$ cat src/rtl/crport_pkg.sv
package crport_pkg;
  // Phase code doubles as the index of the strobe it raises.
  typedef enum logic [1:0] {
    PH_ADDR   = 2'd0,
    PH_DATA   = 2'd1,
    PH_COMMIT = 2'd2,
    PH_READ   = 2'd3
  } phase_e;

  typedef enum logic [1:0] {
    HS_IDLE = 2'd0,
    HS_HIGH = 2'd1,
    HS_LOW  = 2'd2
  } hs_state_e;

  typedef enum logic [1:0] {
    SQ_IDLE   = 2'd0,
    SQ_LAUNCH = 2'd1,
    SQ_WAIT   = 2'd2
  } sq_state_e;
endpackage

$ cat src/rtl/crport_sync.sv
module crport_sync #(
  parameter int STAGES = 2
) (
  input  logic clk,
  input  logic rst_n,
  input  logic d,
  output logic q
);
  logic [STAGES-1:0] sr;

  always_ff @(posedge clk or negedge rst_n) begin
    if (!rst_n) sr <= '0;
    else        sr <= {sr[STAGES-2:0], d};
  end

  assign q = sr[STAGES-1];
endmodule

$ cat src/rtl/crport_phase.sv
module crport_phase
  import crport_pkg::*;
#(
  parameter int PORT_W  = 16,
  parameter int TIMEOUT = 500000
) (
  input  logic              clk,
  input  logic              rst_n,
  input  logic              start,
  input  phase_e            kind,
  input  logic              ack_s,
  input  logic [PORT_W-1:0] din,
  output logic [3:0]        strobe,
  output logic              fin,
  output logic              tmo,
  output logic [PORT_W-1:0] rdata
);
  localparam int TMR_W = $clog2(TIMEOUT + 1);
  localparam logic [TMR_W-1:0] TMR_LAST = TMR_W'(TIMEOUT - 1);

  hs_state_e         st, st_n;
  phase_e            kind_q;
  logic              kind_en;
  logic [TMR_W-1:0]  tmr, tmr_n;
  logic              fin_n, tmo_n;
  logic              rdata_en;
  logic              expired;

  assign expired = (tmr == TMR_LAST);

  always_comb begin
    st_n     = st;
    tmr_n    = tmr;
    fin_n    = 1'b0;
    tmo_n    = 1'b0;
    kind_en  = 1'b0;
    rdata_en = 1'b0;
    unique case (st)
      HS_IDLE: begin
        if (start) begin
          st_n    = HS_HIGH;
          tmr_n   = '0;
          kind_en = 1'b1;
        end
      end
      HS_HIGH: begin
        if (ack_s) begin
          st_n     = HS_LOW;
          tmr_n    = '0;
          rdata_en = (kind_q == PH_READ);
        end else if (expired) begin
          st_n  = HS_IDLE;
          tmo_n = 1'b1;
        end else begin
          tmr_n = tmr + TMR_W'(1);
        end
      end
      HS_LOW: begin
        if (!ack_s) begin
          st_n  = HS_IDLE;
          fin_n = 1'b1;
        end else if (expired) begin
          st_n  = HS_IDLE;
          tmo_n = 1'b1;
        end else begin
          tmr_n = tmr + TMR_W'(1);
        end
      end
      default: st_n = HS_IDLE;
    endcase
  end

  always_ff @(posedge clk or negedge rst_n) begin
    if (!rst_n) begin
      st  <= HS_IDLE;
      tmr <= '0;
      fin <= 1'b0;
      tmo <= 1'b0;
    end else begin
      st  <= st_n;
      tmr <= tmr_n;
      fin <= fin_n;
      tmo <= tmo_n;
    end
  end

  always_ff @(posedge clk or negedge rst_n) begin
    if (!rst_n)       kind_q <= PH_ADDR;
    else if (kind_en) kind_q <= kind;
  end

  always_ff @(posedge clk or negedge rst_n) begin
    if (!rst_n)        rdata <= '0;
    else if (rdata_en) rdata <= din;
  end

  assign strobe = (st == HS_HIGH) ? (4'd1 << kind_q) : 4'd0;
endmodule

$ cat src/rtl/crport_seq.sv
module crport_seq
  import crport_pkg::*;
#(
  parameter int PORT_W      = 16,
  parameter int CNT_W       = 8,
  parameter int MAX_COUNT   = 66,
  parameter int MAX_OFFSET  = 'h201F,
  parameter int TIMEOUT     = 500000,
  parameter int SYNC_STAGES = 2
) (
  input  logic              clk,
  input  logic              rst_n,
  input  logic              cmd_valid,
  input  logic              cmd_write,
  input  logic [PORT_W-1:0] cmd_base,
  input  logic [CNT_W-1:0]  cmd_count,
  input  logic [PORT_W-1:0] cmd_wdata,
  output logic [PORT_W-1:0] cr_dout,
  output logic              cr_cap_addr,
  output logic              cr_cap_data,
  output logic              cr_write,
  output logic              cr_read,
  input  logic              cr_ack,
  input  logic [PORT_W-1:0] cr_din,
  output logic              rsp_valid,
  output logic [PORT_W-1:0] rsp_data,
  output logic [PORT_W-1:0] rsp_offset,
  output logic              busy,
  output logic              done,
  output logic              err,
  output logic [PORT_W-1:0] err_offset
);
  localparam int EXT_W = PORT_W + 1;
  localparam logic [CNT_W-1:0] CNT_LIM = CNT_W'(MAX_COUNT);
  localparam logic [EXT_W-1:0] OFF_LIM = EXT_W'(MAX_OFFSET);

  // Acknowledge synchronizer
  logic ack_s;
  crport_sync #(.STAGES(SYNC_STAGES)) u_sync (
    .clk(clk), .rst_n(rst_n), .d(cr_ack), .q(ack_s)
  );

  // One handshake phase at a time
  logic              ph_start;
  phase_e            ph, ph_n;
  logic [3:0]        ph_stb;
  logic              ph_fin, ph_tmo;
  logic [PORT_W-1:0] ph_rdata;

  crport_phase #(.PORT_W(PORT_W), .TIMEOUT(TIMEOUT)) u_phase (
    .clk(clk), .rst_n(rst_n), .start(ph_start), .kind(ph),
    .ack_s(ack_s), .din(cr_din), .strobe(ph_stb),
    .fin(ph_fin), .tmo(ph_tmo), .rdata(ph_rdata)
  );

  // Command legality
  logic [EXT_W-1:0] last_off;
  logic             bad_cmd;
  always_comb begin
    last_off = {1'b0, cmd_base} + EXT_W'(cmd_count) - EXT_W'(1);
    bad_cmd  = ({1'b0, cmd_base} > OFF_LIM);
    if (!cmd_write) begin
      bad_cmd = bad_cmd || (cmd_count == '0) || (cmd_count > CNT_LIM)
                        || (last_off > OFF_LIM);
    end
  end

  // Sequencer state
  sq_state_e         sq, sq_n;
  logic [PORT_W-1:0] off_q, off_n;
  logic [CNT_W-1:0]  left_q, left_n;
  logic [PORT_W-1:0] wdata_q;
  logic              is_wr;
  logic              cmd_ld;
  logic              rsp_ld;
  logic              done_n, err_n, err_ld;
  logic [PORT_W-1:0] err_off_n;

  always_comb begin
    sq_n      = sq;
    ph_n      = ph;
    off_n     = off_q;
    left_n    = left_q;
    cmd_ld    = 1'b0;
    rsp_ld    = 1'b0;
    ph_start  = 1'b0;
    done_n    = 1'b0;
    err_n     = 1'b0;
    err_ld    = 1'b0;
    err_off_n = off_q;
    unique case (sq)
      SQ_IDLE: begin
        if (cmd_valid) begin
          if (bad_cmd) begin
            err_n     = 1'b1;
            err_ld    = 1'b1;
            err_off_n = cmd_base;
          end else begin
            cmd_ld = 1'b1;
            off_n  = cmd_base;
            left_n = cmd_write ? CNT_W'(1) : cmd_count;
            ph_n   = PH_ADDR;
            sq_n   = SQ_LAUNCH;
          end
        end
      end
      SQ_LAUNCH: begin
        ph_start = 1'b1;
        sq_n     = SQ_WAIT;
      end
      SQ_WAIT: begin
        if (ph_tmo) begin
          err_n  = 1'b1;
          err_ld = 1'b1;
          sq_n   = SQ_IDLE;
        end else if (ph_fin) begin
          unique case (ph)
            PH_ADDR: begin
              ph_n = is_wr ? PH_DATA : PH_READ;
              sq_n = SQ_LAUNCH;
            end
            PH_DATA: begin
              ph_n = PH_COMMIT;
              sq_n = SQ_LAUNCH;
            end
            PH_COMMIT: begin
              done_n = 1'b1;
              sq_n   = SQ_IDLE;
            end
            PH_READ: begin
              rsp_ld = 1'b1;
              if (left_q == CNT_W'(1)) begin
                done_n = 1'b1;
                sq_n   = SQ_IDLE;
              end else begin
                off_n  = off_q + PORT_W'(1);
                left_n = left_q - CNT_W'(1);
                ph_n   = PH_ADDR;
                sq_n   = SQ_LAUNCH;
              end
            end
            default: sq_n = SQ_IDLE;
          endcase
        end
      end
      default: sq_n = SQ_IDLE;
    endcase
  end

  always_ff @(posedge clk or negedge rst_n) begin
    if (!rst_n) begin
      sq     <= SQ_IDLE;
      ph     <= PH_ADDR;
      off_q  <= '0;
      left_q <= CNT_W'(1);
      done   <= 1'b0;
      err    <= 1'b0;
    end else begin
      sq     <= sq_n;
      ph     <= ph_n;
      off_q  <= off_n;
      left_q <= left_n;
      done   <= done_n;
      err    <= err_n;
    end
  end

  always_ff @(posedge clk or negedge rst_n) begin
    if (!rst_n) begin
      wdata_q <= '0;
      is_wr   <= 1'b0;
    end else if (cmd_ld) begin
      wdata_q <= cmd_wdata;
      is_wr   <= cmd_write;
    end
  end

  always_ff @(posedge clk or negedge rst_n) begin
    if (!rst_n) begin
      rsp_valid  <= 1'b0;
      rsp_data   <= '0;
      rsp_offset <= '0;
    end else begin
      rsp_valid <= rsp_ld;
      if (rsp_ld) begin
        rsp_data   <= ph_rdata;
        rsp_offset <= off_q;
      end
    end
  end

  always_ff @(posedge clk or negedge rst_n) begin
    if (!rst_n)      err_offset <= '0;
    else if (err_ld) err_offset <= err_off_n;
  end

  assign busy        = (sq != SQ_IDLE);
  assign cr_dout     = (ph == PH_ADDR) ? off_q : wdata_q;
  assign cr_cap_addr = ph_stb[PH_ADDR];
  assign cr_cap_data = ph_stb[PH_DATA];
  assign cr_write    = ph_stb[PH_COMMIT];
  assign cr_read     = ph_stb[PH_READ];
endmodule

$ cat config.mk
export PLATFORM = sky130hd
export DESIGN_NAME = crport_seq
export DESIGN_NICKNAME = d
export VERILOG_FILES = /design/src/rtl/crport_pkg.sv /design/src/rtl/crport_sync.sv /design/src/rtl/crport_phase.sv /design/src/rtl/crport_seq.sv
export SDC_FILE = /design/constraint.sdc
export NUM_CORES = 1
export LEC_CHECK = 0
export BUFFER_PORTS_ARGS = -buffer_cell sky130_fd_sc_hd__buf_2
export CAP_MARGIN = 10
export CORE_MARGIN = 2
export CORE_UTILIZATION = 40
export DETAILED_ROUTE_END_ITERATION = 7
export HOLD_SLACK_MARGIN = 0.1
export SYNTH_ARGS = -nofsm -noshare
export SYNTH_HDL_FRONTEND = slang
export SYNTH_HIERARCHICAL = 1
export SYNTH_SLANG_ARGS = --single-unit
$ cat constraint.sdc
create_clock -name clk -period 2.9 [get_ports clk]
set_input_delay 0.145 -clock clk [delete_from_list [all_inputs] [get_ports clk]]
set_output_delay 0.145 -clock clk [all_outputs]
set_load 0.01 [all_outputs]
==> summary.md <==
| Metric | Value |
|---|---|
| Final Hold Viols | 0 |
| FMAX | 0.356 GHz |
| Clock Latency Late Sink | 0.44 ns |
| CTS clock-pin slew for the worst setup and hold paths | 0.07 ns |
| Leakage | 5.26 nW |
| Layout cells sized above 1 | 38.3% |
| Max-cap violations | 0 |
| # fillers | 1802 |
| CTS sink count | between 100 and 150 |
| Mapped Cells | 770 |
| Worst-margin pin slew | 0.940 ns |
| Final hold slack | 0.0929 ns |
| Clock period minus worst slack | roughly 2.8 ns |
| Initial antenna violation count | 0 |
| Crit. End Element | register |
| Number of global-route vias before repair | 6773 |
| Core ar. | 0.0196 mm2 |
| Setup WS pre-CTS | -0.487 ns |
| Initial Util | 41.0% |
| Post-DP HPWL | 15900 um |
| Ys Warns | 6 |
| Primary FF master, synth | dfrtp_1 |
| Drt first pass iters | 5 |
| Yosys reg bits | 139 |
| Largest net degree at the start of global routing | 99 |
| Switching power | 3.56 mW |
| R2R depth | 9 |
| Number of port buffers | between 100 and 150 |
| Worst Path Required | around 3.2 ns |
| Max VDD drop | about 0.53 mV |
| Synth cell types | between 70 and 80 |
| Final Power | 9.15 mW |
| Final setup fails | 0 |
| Flop pwr share | 34.5% |
| Sequential-to-total area share from yosys stat | 43.4% |
| H-tree Lvls | 4 |
| Final worst slack | 0.0917 ns |
| DR vias | about 7000 |
| Power Density | 843 mW/mm2 |
| Run status | completed |
| Die area | ~0.021 mm2 |
| Setup CP Type | input pin to register |
| Post-Route WL | 22100 um |
| CP startpoint kind | input pin |
| Post-synth EDFFs | 0 |
| CTS max path bufs | 2 |
| Hold/Removal Path Class | input pin to register |
| IO Pins | 133 |
| Diode count | 0 |
| Sw Share | around two fifths |
| Mapped cell area | roughly 0.0080 mm2 |
| Final Max Tran Viols | 0 |
| Die height | 146 um |
| Unrepaired setup endpoints after global routing | true |
| Global-route wire length before repair | roughly 36000 um |
| Final worst-path cycle share | 96.8% |
| Layout area overhead | 35.4% |
| Slew headroom | roughly 37% |
| Starting DRT DRC Count | 416 |
| Hold path depth | 4 |
| GR Overflow Total | 0 |
| Internal power | around 5.6 mW |
| Synthesized Nets | 873 |
| Gr usage total | a little over a fifth |
| Final GP Congestion | between 0.8 and 0.9 |
| DRC viols | 0 |
| DR WL/cell | 17.1 um |
| Clock group share of total power | 23.2% |
| Row count | about 50 |
| Syn Area/Cell | 10.4 um2 |
| Die X | around 150 um |
| Vias/cell | 5.28 |
| CTS tree | done |
| Clock Tree Root | clkbuf_16 |
| Post-DRT Antenna Nets | 0 |
| TritonCTS Buffers | 17 |
| Setup Skew | about 0.0086 ns |
| Combinational power share | between 40% and 50% |
| WP data arrival | 3.13 ns |
| Peak fanout along the critical path | 8 |
| Synth async-reset ratio | 100% |
| # nets final | 1120 |
## per-stage QoR
| step | cells | cell area [um2] | utilization [%] | TNS, ns |
|---|---|---|---|---|
| finish | 1295 | 10900 | 55.5 | 0 |
| global route | 1295 | 10900 | 55.5 | -0.130 |
| CTS | 1290 | 10700 | 54.5 | 0 |
| detailed placement | 1216 | 9670 | 49.3 | -24.27 |
| global placement | 1216 | 9670 | 49.3 | -20.04 |
| floorplan | 770 | 8180 | - | -0.719 |
## cell usage in the layout (no fill, tap or decap), types with 6 or more instances in the layout
master / synthesis / layout
inv_6: 0 / 7
mux2_4: 2 / 19
nor2b_1: 12 / 10
nand4_1: 9 / 9
nor3_1: 11 / 10
ha_4: 0 / 9
inv_1: 59 / 47
dlygate4sd3_1: 0 / 41
a21o_1: 6 / 6
dfrtp_1: 138 / 138
and3_1: 9 / 9
a31oi_1: 23 / 23
inv_2: 0 / 9
ha_1: 41 / 31
a21oi_2: 10 / 11
nor2_1: 24 / 24
or3_1: 10 / 9
buf_4: 1 / 80
mux2_2: 72 / 65
buf_2: 3 / 127
nand2b_1: 6 / 6
o21a_1: 6 / 6
mux2i_1: 34 / 34
a21oi_1: 25 / 23
nand3_1: 29 / 29
o21ai_0: 41 / 40
nand2_1: 52 / 52
o22ai_1: 9 / 9
clkbuf_16: 0 / 18
## final timing paths
kind	startpoint	to	slack [ns]
max	cmd_count[2]	wdata_q[10]	0.09
min reg2reg	u_sync/sr[0]	u_sync/sr[1]	0.35
max in group asynchronous	rst_n	u_phase/rdata[14]	1.76
max reg2reg	left_q[3]	off_q[12]	0.45
min	cmd_base[5]	err_offset[5]	0.09
min in group asynchronous	rst_n	u_phase/tmr[15]	0.39
## cell type report
cell class	count	area (um2)	share of cell area, %
timing repair buffer	259	1820	16.8
inverter	59	241	2.22
tap	265	332	3.05
sequential	139	3480	32.0
clock inverter	15	150	1.38
clock buffer	17	425	3.92
multi-input combinational	541	4410	40.6
## cell usage after synthesis (6+ instances only)
| library cell | count | share of area, % |
|---|---|---|
| a21o_1 | 6 | 0.56 |
| a21oi_1 | 25 | 1.6 |
| a21oi_2 | 10 | 1.1 |
| a31oi_1 | 23 | 1.8 |
| and3_1 | 9 | 0.70 |
| clkbuf_1 | 23 | 1.1 |
| dfrtp_1 | 138 | 43 |
| ha_1 | 41 | 6.4 |
| inv_1 | 59 | 2.8 |
| mux2_1 | 10 | 1.4 |
| mux2_2 | 72 | 10 |
| mux2i_1 | 34 | 4.2 |
| nand2_1 | 52 | 2.4 |
| nand2b_1 | 6 | 0.47 |
| nand3_1 | 29 | 1.8 |
| nand4_1 | 9 | 0.70 |
| nor2_1 | 24 | 1.1 |
| nor2b_1 | 12 | 0.94 |
| nor3_1 | 11 | 0.69 |
| o21a_1 | 6 | 0.56 |
| o21ai_0 | 41 | 2.6 |
| o22ai_1 | 9 | 0.70 |
| or3_1 | 10 | 0.78 |
## registers in the layout, summed over array words and instances, names as in the netlist, 2 cells and up
name	flops
err_offset	16
left_q	8
off_q	16
ph	2
rsp_data	16
rsp_offset	16
sq	2
u_phase/kind_q	2
u_phase/rdata	16
u_phase/st	2
u_phase/tmr	19
u_sync/sr	2
wdata_q	16
## kinds of logic (layout without fill, tap and decap cells)
logic type	count (synthesis)	count (layout)	share of synthesized area (%)
fa+ha+maj	42	42	6.64
buf+inv	90	350	4.79
simple gates	200	200	13.6
compound gates	174	174	14.7
mux	118	118	16.1
flops	139	139	43.4
xor+xnor	7	7	0.764
## layer usage
| layer | share of wire [%] | vias up | global-route usage [%] | routed length [um] |
|---|---|---|---|---|
| met1 | 47 | 3312 | 29.3 | 10300 |
| met5 | 0 | - | 0 | 0 |
| met3 | 5.3 | 24 | 3.64 | 1160 |
| met2 | 47 | 202 | 33.7 | 10300 |
| li1 | - | 3300 | - | - |
| met4 | 1.5 | 0 | 5.98 | 336 |
## worst max-delay path: stages
cell and delay (ns):
buf_2 0.09, inv_1 0.06, ha_4 0.28, inv_1 0.06, ha_4 0.22, a211oi_4 0.26
o21bai_4 0.11, o211a_4 0.26, or3_4 0.33, a211oi_2 0.22, a311o_2 0.23, buf_6 0.11
a21oi_4 0.06, nor2_4 0.19, clkbuf_16 0.20, mux2_4 0.30
## power by group through the flow
stage / Sequential [mW] / Combinational [mW] / Clock, mW
after floorplan: 3.04 / 2.44 / 0
after global placement: 3.17 / 3.68 / 0
after detailed placement: 3.18 / 3.72 / 0
after CTS: 3.15 / 3.80 / 2.17
after global routing: 3.25 / 4.25 / 2.24
final: 3.16 / 3.87 / 2.12
## timing repair
action / 4_1_cts / 5_1_grt
setup buffers: 1 / 4
gates resized for setup: 3 / 31
endpoints found under the hold margin: 136 / 0
pin swaps: 2 / 23
gates cloned: 0 / 1
hold buffers: 41 / 0
endpoints found under the setup margin: 12 / 59
No activity file was read; power rests on OpenSTA's default activity.
